==> config.mk <==
export PLATFORM = sky130hd
export DESIGN_NAME = lockreg_ctrl
export DESIGN_NICKNAME = d
export VERILOG_FILES = /design/src/rtl/lrf_pkg.sv /design/src/rtl/lrf_ptr.sv /design/src/rtl/lrf_cmd.sv /design/src/rtl/lrf_store.sv /design/src/rtl/lockreg_ctrl.sv
export SDC_FILE = /design/constraint.sdc
export NUM_CORES = 1
export LEC_CHECK = 0
export BUFFER_PORTS_ARGS = -buffer_cell sky130_fd_sc_hd__buf_4
export CAP_MARGIN = 20
export CORE_MARGIN = 1.5
export CORE_UTILIZATION = 48
export CTS_CLUSTER_SIZE = 40
export DETAILED_ROUTE_END_ITERATION = 7
export PLACE_DENSITY = 0.69
export SYNTH_ARGS = -nofsm -noshare
export SYNTH_HDL_FRONTEND = slang
export SYNTH_SLANG_ARGS = --single-unit
==> constraint.sdc <==
create_clock -name clk_i -period 7.9 [get_ports clk_i]
set_input_delay 1.185 -clock clk_i [delete_from_list [all_inputs] [get_ports clk_i]]
set_output_delay 1.185 -clock clk_i [all_outputs]
set_load 0.02 [all_outputs]
==> src/rtl/lrf_pkg.sv <==
package lrf_pkg;
  localparam int ADDR_W = 5;
  localparam int ALM_N  = 4;
  localparam int ETC_N  = 4;
  localparam int EVC_N  = 2;
  localparam int EVC_W  = 17;
  localparam int USR_N  = 10;
  localparam int NUM_CMD = 3;

  localparam int ALM_IW = $clog2(ALM_N);
  localparam int ETC_IW = $clog2(ETC_N);
  localparam int EVC_IW = $clog2(EVC_N);
  localparam int USR_IW = $clog2(USR_N);
  localparam int CNT_IW = $clog2(ETC_N + EVC_N);

  typedef logic [ADDR_W-1:0] addr_t;
  typedef logic [7:0] byte_t;

  localparam addr_t A_CFG     = addr_t'(0);
  localparam addr_t A_ALM     = addr_t'(1);
  localparam addr_t A_ALM_END = addr_t'(1 + ALM_N);
  localparam addr_t A_ETC     = A_ALM_END;
  localparam addr_t A_ETC_END = addr_t'(1 + ALM_N + ETC_N);
  localparam addr_t A_EVC     = A_ETC_END;
  localparam addr_t A_EVC_END = addr_t'(1 + ALM_N + ETC_N + EVC_N);
  localparam addr_t A_USR     = A_EVC_END;
  localparam addr_t A_USR_END = addr_t'(1 + ALM_N + ETC_N + EVC_N + USR_N);
  localparam addr_t A_RST     = addr_t'(5'h1D);
  localparam addr_t A_WD      = addr_t'(5'h1E);
  localparam addr_t A_WMD     = addr_t'(5'h1F);

  typedef enum int {CMD_RST = 0, CMD_WD = 1, CMD_WMD = 2} cmd_e;

  localparam addr_t CMD_ADDR  [NUM_CMD] = '{A_RST, A_WD, A_WMD};
  localparam byte_t CMD_MAGIC [NUM_CMD] = '{8'h55, 8'hAA, 8'hF0};
endpackage

==> src/rtl/lrf_ptr.sv <==
module lrf_ptr
  import lrf_pkg::*;
(
  input  logic  clk_i,
  input  logic  rst_ni,
  input  logic  start_i,
  input  logic  wr_i,
  input  logic  rd_i,
  input  addr_t wptr_i,
  output addr_t ptr_o,
  output logic  data_wr_o
);
  logic  need_ptr_q;
  addr_t ptr_q;
  logic  ptr_wr;

  assign ptr_wr    = wr_i & need_ptr_q;
  assign data_wr_o = wr_i & ~need_ptr_q;
  assign ptr_o     = ptr_q;

  always_ff @(posedge clk_i or negedge rst_ni) begin
    if (!rst_ni) begin
      need_ptr_q <= 1'b1;
      ptr_q      <= '0;
    end else begin
      if (start_i)   need_ptr_q <= 1'b1;
      else if (wr_i) need_ptr_q <= 1'b0;
      if (ptr_wr)                      ptr_q <= wptr_i;
      else if (data_wr_o || rd_i)      ptr_q <= ptr_q + 1'b1;
    end
  end

  AST_PTR_LOAD: assert property (@(posedge clk_i) disable iff (!rst_ni)
    ptr_wr |=> ptr_q == $past(wptr_i)) else $error("ptr load");
  AST_PTR_STEP: assert property (@(posedge clk_i) disable iff (!rst_ni)
    (data_wr_o || (rd_i && !ptr_wr)) |=> ptr_q == addr_t'($past(ptr_q) + 1'b1)) else $error("ptr step");
endmodule

==> src/rtl/lrf_cmd.sv <==
module lrf_cmd
  import lrf_pkg::*;
#(
  parameter addr_t ADDR  = addr_t'(0),
  parameter byte_t MAGIC = 8'h00
) (
  input  logic  clk_i,
  input  logic  rst_ni,
  input  logic  data_wr_i,
  input  addr_t addr_i,
  input  byte_t wdata_i,
  output logic  fire_o
);
  logic armed_q;
  logic hit;

  assign hit    = (addr_i == ADDR) && (wdata_i == MAGIC);
  assign fire_o = data_wr_i & hit & armed_q;

  // any data write re-evaluates the half sequence
  always_ff @(posedge clk_i or negedge rst_ni) begin
    if (!rst_ni)        armed_q <= 1'b0;
    else if (data_wr_i) armed_q <= hit & ~armed_q;
  end
endmodule

==> src/rtl/lrf_store.sv <==
module lrf_store
  import lrf_pkg::*;
(
  input  logic               clk_i,
  input  logic               rst_ni,
  input  logic               data_wr_i,
  input  addr_t              addr_i,
  input  byte_t              wdata_i,
  input  logic               cfg_ro_i,
  input  logic               wd_i,
  input  logic               wmd_i,
  input  logic               rst_eff_i,
  input  logic               lock_evt_i,
  input  logic               event_active_i,
  output logic               aos_o,
  output logic               re_o,
  output logic               ap_o,
  output logic [ALM_N*8-1:0] alm_o,
  output logic [USR_N*8-1:0] usr_o,
  output logic               save_o
);
  logic [ALM_N*8-1:0] alm_q;
  logic [USR_N*8-1:0] usr_q;
  logic aos_q, re_q, ap_q;
  logic ev_q, dirty_q, save_q;
  logic alm_we, usr_we, cfg_we, chg;
  logic [ALM_IW+2:0] alm_sel;
  logic [USR_IW+2:0] usr_sel;

  assign alm_sel = {ALM_IW'(addr_i - A_ALM), 3'b000};
  assign usr_sel = {USR_IW'(addr_i - A_USR), 3'b000};
  assign alm_we  = data_wr_i && addr_i >= A_ALM && addr_i < A_ALM_END && !wd_i;
  assign usr_we  = data_wr_i && addr_i >= A_USR && addr_i < A_USR_END && !wmd_i;
  assign cfg_we  = data_wr_i && addr_i == A_CFG && !cfg_ro_i;

  always_comb begin
    chg = lock_evt_i;
    if (alm_we && alm_q[alm_sel +: 8] != wdata_i) chg = 1'b1;
    if (usr_we && usr_q[usr_sel +: 8] != wdata_i) chg = 1'b1;
    if (cfg_we && {aos_q, re_q, ap_q} != wdata_i[3:1]) chg = 1'b1;
  end

  always_ff @(posedge clk_i or negedge rst_ni) begin
    if (!rst_ni) begin
      alm_q <= '0;
      usr_q <= '0;
      aos_q <= 1'b0;
      re_q  <= 1'b0;
      ap_q  <= 1'b0;
    end else begin
      if (alm_we) alm_q[alm_sel +: 8] <= wdata_i;
      if (usr_we) usr_q[usr_sel +: 8] <= wdata_i;
      if (cfg_we) {aos_q, re_q, ap_q} <= wdata_i[3:1];
      if (rst_eff_i) re_q <= 1'b0;
    end
  end

  always_ff @(posedge clk_i or negedge rst_ni) begin
    if (!rst_ni) begin
      ev_q    <= 1'b0;
      dirty_q <= 1'b0;
      save_q  <= 1'b0;
    end else begin
      ev_q   <= event_active_i;
      save_q <= ev_q & ~event_active_i & dirty_q;
      if (ev_q && !event_active_i)   dirty_q <= 1'b0;
      else if (event_active_i && chg) dirty_q <= 1'b1;
    end
  end

  assign aos_o  = aos_q;
  assign re_o   = re_q;
  assign ap_o   = ap_q;
  assign alm_o  = alm_q;
  assign usr_o  = usr_q;
  assign save_o = save_q;

  AST_CFG_RO: assert property (@(posedge clk_i) disable iff (!rst_ni)
    cfg_ro_i |=> $stable(aos_q) && $stable(ap_q)) else $error("cfg ro");
  AST_ALM_LOCK: assert property (@(posedge clk_i) disable iff (!rst_ni)
    wd_i |=> $stable(alm_q)) else $error("alarm lock");
  AST_USR_LOCK: assert property (@(posedge clk_i) disable iff (!rst_ni)
    wmd_i |=> $stable(usr_q)) else $error("user lock");
  AST_SAVE_PULSE: assert property (@(posedge clk_i) disable iff (!rst_ni)
    save_q |=> !save_q) else $error("save pulse");
endmodule

==> src/rtl/lockreg_ctrl.sv <==
module lockreg_ctrl
  import lrf_pkg::*;
(
  input  logic                   clk_i,
  input  logic                   rst_ni,
  input  logic                   start_i,
  input  logic                   wr_i,
  input  logic                   rd_i,
  input  logic [7:0]             wdata_i,
  output logic [7:0]             rd_data_o,
  input  logic                   event_active_i,
  input  logic                   af_i,
  input  logic [ETC_N*8-1:0]     etc_i,
  input  logic [EVC_W-1:0]       evc_i,
  output logic [ALM_N*8-1:0]     alarm_o,
  output logic                   aos_o,
  output logic                   ap_o,
  output logic                   wd_flag_o,
  output logic                   wmd_flag_o,
  output logic                   clr_cnt_o,
  output logic                   cnt_wr_o,
  output logic [CNT_IW-1:0]      cnt_wr_idx_o,
  output logic [7:0]             cnt_wr_data_o,
  output logic                   save_req_o
);
  addr_t ptr;
  logic  data_wr;
  logic [NUM_CMD-1:0] fire;
  logic  wd_q, wmd_q, rst_done_q, clr_q;
  logic  rst_eff, lock_evt;
  logic  aos, re, ap;
  logic [ALM_N*8-1:0] alm;
  logic [USR_N*8-1:0] usr;

  lrf_ptr u_ptr (
    .clk_i, .rst_ni, .start_i, .wr_i, .rd_i,
    .wptr_i    (wdata_i[ADDR_W-1:0]),
    .ptr_o     (ptr),
    .data_wr_o (data_wr)
  );

  for (genvar g = 0; g < NUM_CMD; g++) begin : g_cmd
    lrf_cmd #(.ADDR(CMD_ADDR[g]), .MAGIC(CMD_MAGIC[g])) u_cmd (
      .clk_i, .rst_ni,
      .data_wr_i (data_wr),
      .addr_i    (ptr),
      .wdata_i   (wdata_i),
      .fire_o    (fire[g])
    );
  end

  assign rst_eff  = fire[CMD_RST] & re & ~rst_done_q;
  assign lock_evt = rst_eff | (fire[CMD_WD] & ~wd_q) | (fire[CMD_WMD] & ~wmd_q);

  always_ff @(posedge clk_i or negedge rst_ni) begin
    if (!rst_ni) begin
      wd_q       <= 1'b0;
      wmd_q      <= 1'b0;
      rst_done_q <= 1'b0;
      clr_q      <= 1'b0;
    end else begin
      if (fire[CMD_WD])  wd_q  <= 1'b1;
      if (fire[CMD_WMD]) wmd_q <= 1'b1;
      if (rst_eff)       rst_done_q <= 1'b1;
      clr_q <= rst_eff & ~wd_q;
    end
  end

  lrf_store u_store (
    .clk_i, .rst_ni,
    .data_wr_i      (data_wr),
    .addr_i         (ptr),
    .wdata_i        (wdata_i),
    .cfg_ro_i       (rst_done_q),
    .wd_i           (wd_q),
    .wmd_i          (wmd_q),
    .rst_eff_i      (rst_eff),
    .lock_evt_i     (lock_evt),
    .event_active_i (event_active_i),
    .aos_o          (aos),
    .re_o           (re),
    .ap_o           (ap),
    .alm_o          (alm),
    .usr_o          (usr),
    .save_o         (save_req_o)
  );

  always_comb begin
    rd_data_o = 8'h00;
    if (ptr == A_CFG)
      rd_data_o = {1'b0, af_i, wd_q, wmd_q, aos, re, ap, evc_i[EVC_W-1]};
    else if (ptr >= A_ALM && ptr < A_ALM_END)
      rd_data_o = alm[{ALM_IW'(ptr - A_ALM), 3'b000} +: 8];
    else if (ptr >= A_ETC && ptr < A_ETC_END)
      rd_data_o = etc_i[{ETC_IW'(ptr - A_ETC), 3'b000} +: 8];
    else if (ptr >= A_EVC && ptr < A_EVC_END)
      rd_data_o = evc_i[{EVC_IW'(ptr - A_EVC), 3'b000} +: 8];
    else if (ptr >= A_USR && ptr < A_USR_END)
      rd_data_o = usr[{USR_IW'(ptr - A_USR), 3'b000} +: 8];
  end

  assign cnt_wr_o      = data_wr && ptr >= A_ETC && ptr < A_EVC_END && !wd_q;
  assign cnt_wr_idx_o  = CNT_IW'(ptr - A_ETC);
  assign cnt_wr_data_o = wdata_i;

  assign alarm_o    = alm;
  assign aos_o      = aos;
  assign ap_o       = ap;
  assign wd_flag_o  = wd_q;
  assign wmd_flag_o = wmd_q;
  assign clr_cnt_o  = clr_q;

  AST_WD_STICKY: assert property (@(posedge clk_i) disable iff (!rst_ni)
    wd_q |=> wd_q) else $error("wd sticky");
  AST_WMD_STICKY: assert property (@(posedge clk_i) disable iff (!rst_ni)
    wmd_q |=> wmd_q) else $error("wmd sticky");
  AST_WD_CAUSE: assert property (@(posedge clk_i) disable iff (!rst_ni)
    $rose(wd_q) |-> $past(data_wr && ptr == A_WD && wdata_i == 8'hAA)) else $error("wd cause");
  AST_RST_CLEARS_RE: assert property (@(posedge clk_i) disable iff (!rst_ni)
    $rose(rst_done_q) |-> !re) else $error("re clear");
  AST_CLR_ONCE: assert property (@(posedge clk_i) disable iff (!rst_ni)
    (rst_done_q && $past(rst_done_q)) |-> !clr_q) else $error("clr once");
  AST_CLR_WD: assert property (@(posedge clk_i) disable iff (!rst_ni)
    clr_q |-> !$past(wd_q)) else $error("clr under wd");
endmodule

* Word level (Yosys, flattened, before mapping)
Cells that the tools add are included.
** Storage, ports and cells
- Register bits after elaboration :: 131
- Bits of input ports :: 64
- Output and inout port bits :: 58
- Word-level logic and storage cells :: 128
** Operators by class
- $add $sub $neg :: 7
- $lt $le $gt $ge :: 8
- Equal/unequal tests :: 9
- Shift operators :: 8
- Muxes and demuxes :: 18
- Bitwise operators :: 28
- Reductions and logical operators :: 33
** Operator list (count)
- bitwise mux 80 bit :: 1
- variable shift 8 x 9 -> 80 bit, first input constant :: 1
- variable part select 8 x 9 -> 80 bit :: 1
- variable part select 80 x 8 -> 8 bit :: 1
- variable part select 32 x 6 -> 8 bit :: 2
- two-way mux 8 bit :: 5
- bitwise mux 32 bit :: 1
- variable shift 8 x 7 -> 32 bit, first input constant :: 1
- variable part select 8 x 7 -> 32 bit :: 1
- logical AND 1 bit :: 23
- AND 1 bit :: 18
- variable part select 17 x 5 -> 8 bit :: 1
- == test 8 bit, second input constant :: 2
- != test 8 bit :: 2
- == test 5 bit, second input constant :: 3
- >= comparator 5 x 4 -> 1 bit, second input constant :: 2
- less-than comparator 5 x 4 -> 1 bit, second input constant :: 2
- two-way mux 5 bit :: 2
- two-way mux 1 bit :: 9
- negator 7 -> 9 bit :: 1
- == test 8 x 7 -> 1 bit, second input constant :: 1
- inverter 1 bit :: 8
- nonzero test 2 bit :: 4
- negator 5 -> 7 bit :: 1
- other kinds (14) :: 18

* Longest topological paths before layout
- Depth after elaboration :: 14
- Depth in mapped cells :: 14
- Mapped depth without buffers :: 10

* By module
A second synthesis with hierarchy kept.
** Second synthesis, totals
- Cells, all modules :: 936
- Area total of the unflattened synthesis :: 9182.6 um2
** Modules (own cells, without submodules)
- lrf_store :: times used 1, cells an instance 650, area an instance 6495.0 um2, sequential area each 2952.8 um2
- lockreg_ctrl :: times used 1, cells an instance 212, area an instance 2004.4 um2, sequential area each 100.1 um2
- lrf_ptr :: times used 1, cells an instance 44, area an instance 404.1 um2, sequential area each 151.4 um2
- lrf_cmd (g_cmd[0].u_cmd ...) :: times used 2, cells an instance 10, area an instance 95.1 um2, sequential area each 25.0 um2
- lrf_cmd (g_cmd[2].u_cmd) :: times used 1, cells an instance 10, area an instance 88.8 um2, sequential area each 25.0 um2

* Worst setup path after synthesis
Ideal clock, no wire load.
- Path kind :: flip-flop to output port
- From :: register u_ptr.ptr_q[0] (netlist: u_ptr.ptr_o[0])
- To :: output rd_data_o[2]
- Arrival :: 3.123 ns
- Required time :: 6.715 ns
- Slack :: 3.592 ns
- Cell stages (with the launch flop) :: 12
- Buffers on the path :: 3
- Cells stage by stage :: dfrtp_1 > buf_6 > buf_4 > inv_1 > ha_1 > buf_4 > mux2i_1 > mux4_2 > or2_2 > a21oi_1 > o22ai_1 > o21ai_0
** Between the ends
- Elaborated cells on any way between the ends :: 26
- Those cells by class :: add/sub: 4; order compare: 8; shift: 4; mux: 5; reduce/logical: 5
** RTL lines
- start, declared :: line lrf_ptr.sv:14 : addr_t ptr_q;
- start signal, assigned :: line lrf_ptr.sv:28 : if (ptr_wr) ptr_q <= wptr_i;
- start signal, assigned :: line lrf_ptr.sv:29 : else if (data_wr_o || rd_i) ptr_q <= ptr_q + 1'b1;
- subtractor 3 bit
- net cnt_wr_idx_o[0] :: line lockreg_ctrl.sv:22 : output logic [CNT_IW-1:0] cnt_wr_idx_o,
- variable part select 32 x 6 -> 8 bit :: line lockreg_ctrl.sv:95 : rd_data_o = etc_i[{ETC_IW'(ptr - A_ETC), 3'b000} +: 8];
- two-way mux 8 bit :: line lockreg_ctrl.sv:94 : else if (ptr >= A_ETC && ptr < A_ETC_END)
- two-way mux 8 bit :: line lockreg_ctrl.sv:92 : else if (ptr >= A_ALM && ptr < A_ALM_END)
- two-way mux 8 bit :: line lockreg_ctrl.sv:90 : if (ptr == A_CFG)
- end, declared :: line lockreg_ctrl.sv:10 : output logic [7:0] rd_data_o,
The timed path passes the listed nets, and every way through them passes these cells.

* Final worst setup path
- From :: register u_ptr.ptr_q[0] (netlist: u_ptr.ptr_o[0])
- To :: output rd_data_o[5]
** Between the ends
- Cells in the longest elaborated chain, start to end :: 7
- Elaborated cells on any way between the ends :: 26
- Those cells by class :: add/sub: 4; order compare: 8; shift: 4; mux: 5; reduce/logical: 5
** Ends and longest elaborated chain
- subtractor 4 bit, or another cell as far along :: line lockreg_ctrl.sv:99 : rd_data_o = usr[{USR_IW'(ptr - A_USR), 3'b000} +: 8];
- variable part select 80 x 8 -> 8 bit / logical AND 1 bit (equally long branches) :: line lockreg_ctrl.sv:99, lockreg_ctrl.sv:98
- two-way mux 8 bit :: line lockreg_ctrl.sv:98 : else if (ptr >= A_USR && ptr < A_USR_END)
- two-way mux 8 bit :: line lockreg_ctrl.sv:96 : else if (ptr >= A_EVC && ptr < A_EVC_END)
- two-way mux 8 bit :: line lockreg_ctrl.sv:94
- two-way mux 8 bit :: line lockreg_ctrl.sv:92
- two-way mux 8 bit * :: line lockreg_ctrl.sv:90
Mark *: on every way between the ends. The rest lies on a longest branch, timed or not.

==> results.cfg <==
[setup_path]
path_buf_inv = 3
crit_fanout = 38
path_common_cell = nor2_1
crit_start = u_ptr.ptr_o[0]$_DFFE_PN0P_
path_class = reg2out
critPathLaunchType = flop
slowest_delay_ns = 0.71
required_ns = 6.71
arrival_ns = 4.04
end_kind = output pin
slowest_stage = nor2_1
crit_chain = inv_1 > ha_2 > buf_4 > nor2_1 > a22oi_1 > nor2_1 > nor2_1 > a211oi_1 > o22ai_1 > o221ai_1 > buf_4
timing.rr.start = u_ptr.ptr_o[1]$_DFFE_PN0P_
cp_top_family = simple AND/OR/NAND/NOR gates

[synthesis]
ys_types = 66
ys.flop_type = dfrtp_1
synth.largest_area_cell = dfrtp_1
synthTopCellsByArea = dfrtp_1 (43%), nand2_1 (8.3%), mux4_2 (7.4%)
synth_top_area_share = 0.425
yosysMostFrequentCell = nand2_1
synth_edf_count = 0
synth_top_cells_by_count = nand2_1 (170), dfrtp_1 (130), o21ai_0 (106)
synth.ff_latch_count = 131
synth_nets = 873
syn_inst = 802
ys_warn_count = 0
ys_async_sr_fraction = 1.00
ys_seq_area_frac = 0.429
syn_area_sq_um = 7650
synth_area_per_cell_sq_um = 9.54

[cells_and_area]
drive_above_1_share = 0.246
antenna_cells = 0
fin_util = 0.591
nets = 952
syn_to_final_growth_pct = 18.7
finalInstanceArea_sq_um = 9080
nFillCells = 1354

[timing]
period_share = 0.661
max_slew_margin = 0.292
hold_violations = 0
rsz0062_at_grt = false
hold_slack_ns = 0.483
tightest_slew_ns = 1.05
finalSetupViolCount = 0
fmax_ghz = 0.191
worst_slack_ns = 2.68
final-max-slew-violation-count = 0
fin_worst_skew_ns = 0.00913
tns_ns = 0
period_minus_slack_ns = 5.22

[floorplan]
fp-row-count = 45
die_y_um = 129
die_w_um = 129
die_area_sq_um = 16700
core_sq_um = 15400
pin_count = 122
start_util = 0.498

[placement]
preCtsSetupSlack_ns = 3.16
dpl.hpwl_um = 16200
port_buffers = 121
gp_congestion = 0.928
place_area_sq_um = 8520

[power_and_ir_drop]
p_clk_frac = 0.334
p_leak_uw = 0.00407
p_sw_uw = 825
comb_power_share = 0.318
ir_worst_vdd_mv = 0.162
seq_power_share = 0.348
intPower_uw = 1420
powerDensity_nw_per_um2 = 247
swShare = 0.368

[route]
num_vias = 6590
drc_errors = 0
routedWlPerCell_um = 21.3
ant_nets = 0
drt_wl_total_um = 23500
routed_via_density = 5.96
drtIter0Drc = 645
first_pass_iters = 7

[clock_tree]
cts_made_buffers = 17
clock_latency_ns = 0.42
cts_setup_buffers = 0
cts_buffer_depth = 2
cts_tree = done
cts_sinks = 131
path_clk_slew_ns = 0.06
cts_htree_levels = 4
holdBufCountCts = 0
cts_resized = 0
cts_root_buf = clkbuf_16

[hold_path]
worstHoldPathType = reg2reg
worstHoldStart = u_store.usr_o[76]$_DFFE_PN0P_

[global_route]
grt_pass1_vias = 6352
grt_pass1_wl_um = 36600
antenna_found_initial = 0
grt_max_degree = 83
grt_util_all_layers = 0.294
grt_overflow = 0

[run_status]
status = completed

[flow_run]
drv_cap = 0
power groups by stage:
stage | logic [uW] | registers, uW | clock network, uW
floorplan | 510 | 769 | 0
global placement | 697 | 792 | 0
detailed placement | 703 | 791 | 0
CTS | 705 | 780 | 759
global route | 766 | 789 | 792
finish | 713 | 782 | 750
flip-flops by register name (all words and copies together), names as in the netlist:
signal               cells
u_store.ev_q             1
clr_cnt_o                1
u_store.ap_o             1
u_store.aos_o            1
u_store.alm_o           32
u_store.dirty_q          1
u_store.re_o             1
u_store.save_o           1
wd_flag_o                1
u_ptr.ptr_o              5
u_ptr.need_ptr_q         1
rst_done_q               1
wmd_flag_o               1
u_store.usr_o           80
g_cmd.u_cmd.armed_q      3
stage by stage:
stage / std cells / total power, uW
2_1_floorplan: 802 / 1280
3_3_place_gp: 1073 / 1490
3_5_place_dp: 1073 / 1490
4_1_cts: 1105 / 2240
5_1_grt: 1105 / 2350
6_report: 1105 / 2250
logic make-up after synthesis:
group / synth area share
buffers and inverters: 0.0522
AO/OA/AOI/OAI: 0.137
XOR/XNOR: 0.0458
adder cells (fa/ha/maj): 0.0114
multiplexers: 0.150
flip-flops: 0.429
AND/OR/NAND/NOR: 0.174
layout by cell type, fill, tap and decap left out, types with 10 or more instances in the layout:
master	count
nand2_1	170
a21oi_1	21
xnor2_1	26
mux2_2	21
mux4_2	25
clkbuf_16	17
buf_4	126
dfrtp_1	129
and3_1	15
mux2i_1	31
nor2_1	23
nand3_1	33
o21ai_0	106
nor3_1	10
final timing paths:
path	to	depth (start not counted)	slack, ns
min in group asynchronous	u_store.alm_o[9]$_DFFE_PN0P_	1	0.77
min	u_store.usr_o[76]$_DFFE_PN0P_	2	0.48
max in group asynchronous	u_ptr.ptr_o[0]$_DFFE_PN0P_	2	5.86
min reg2reg	u_store.usr_o[76]$_DFFE_PN0P_	2	0.48
max reg2reg	u_store.usr_o[54]$_DFFE_PN0P_	10	4.00
max	rd_data_o[5]	11	2.68
cell type report:
type                    instances  area, sq um  area share
well taps                     211          264      0.0291
inverters                      10         37.5     0.00413
repair buffers                127          957       0.105
clock inverters                14          120      0.0132
flip-flops and latches        131         3280       0.362
multi-input cells             594         3980       0.438
clock buffers                  18          439      0.0484
metal layers:
layer,track usage,routed length (um),up-vias
met2,0.446,10600,321
met1,0.393,9950,3201
met5,0,0,-
met4,0.123,807,0
li1,-,-,3008
met3,0.0871,2090,60
worst min-delay path, stage by stage (launching register included):
cell and delay [ns]:
dfrtp_1 0.34, nand2_1 0.04, o21ai_0 0.06
No activity file was read; power rests on OpenSTA's default activity.
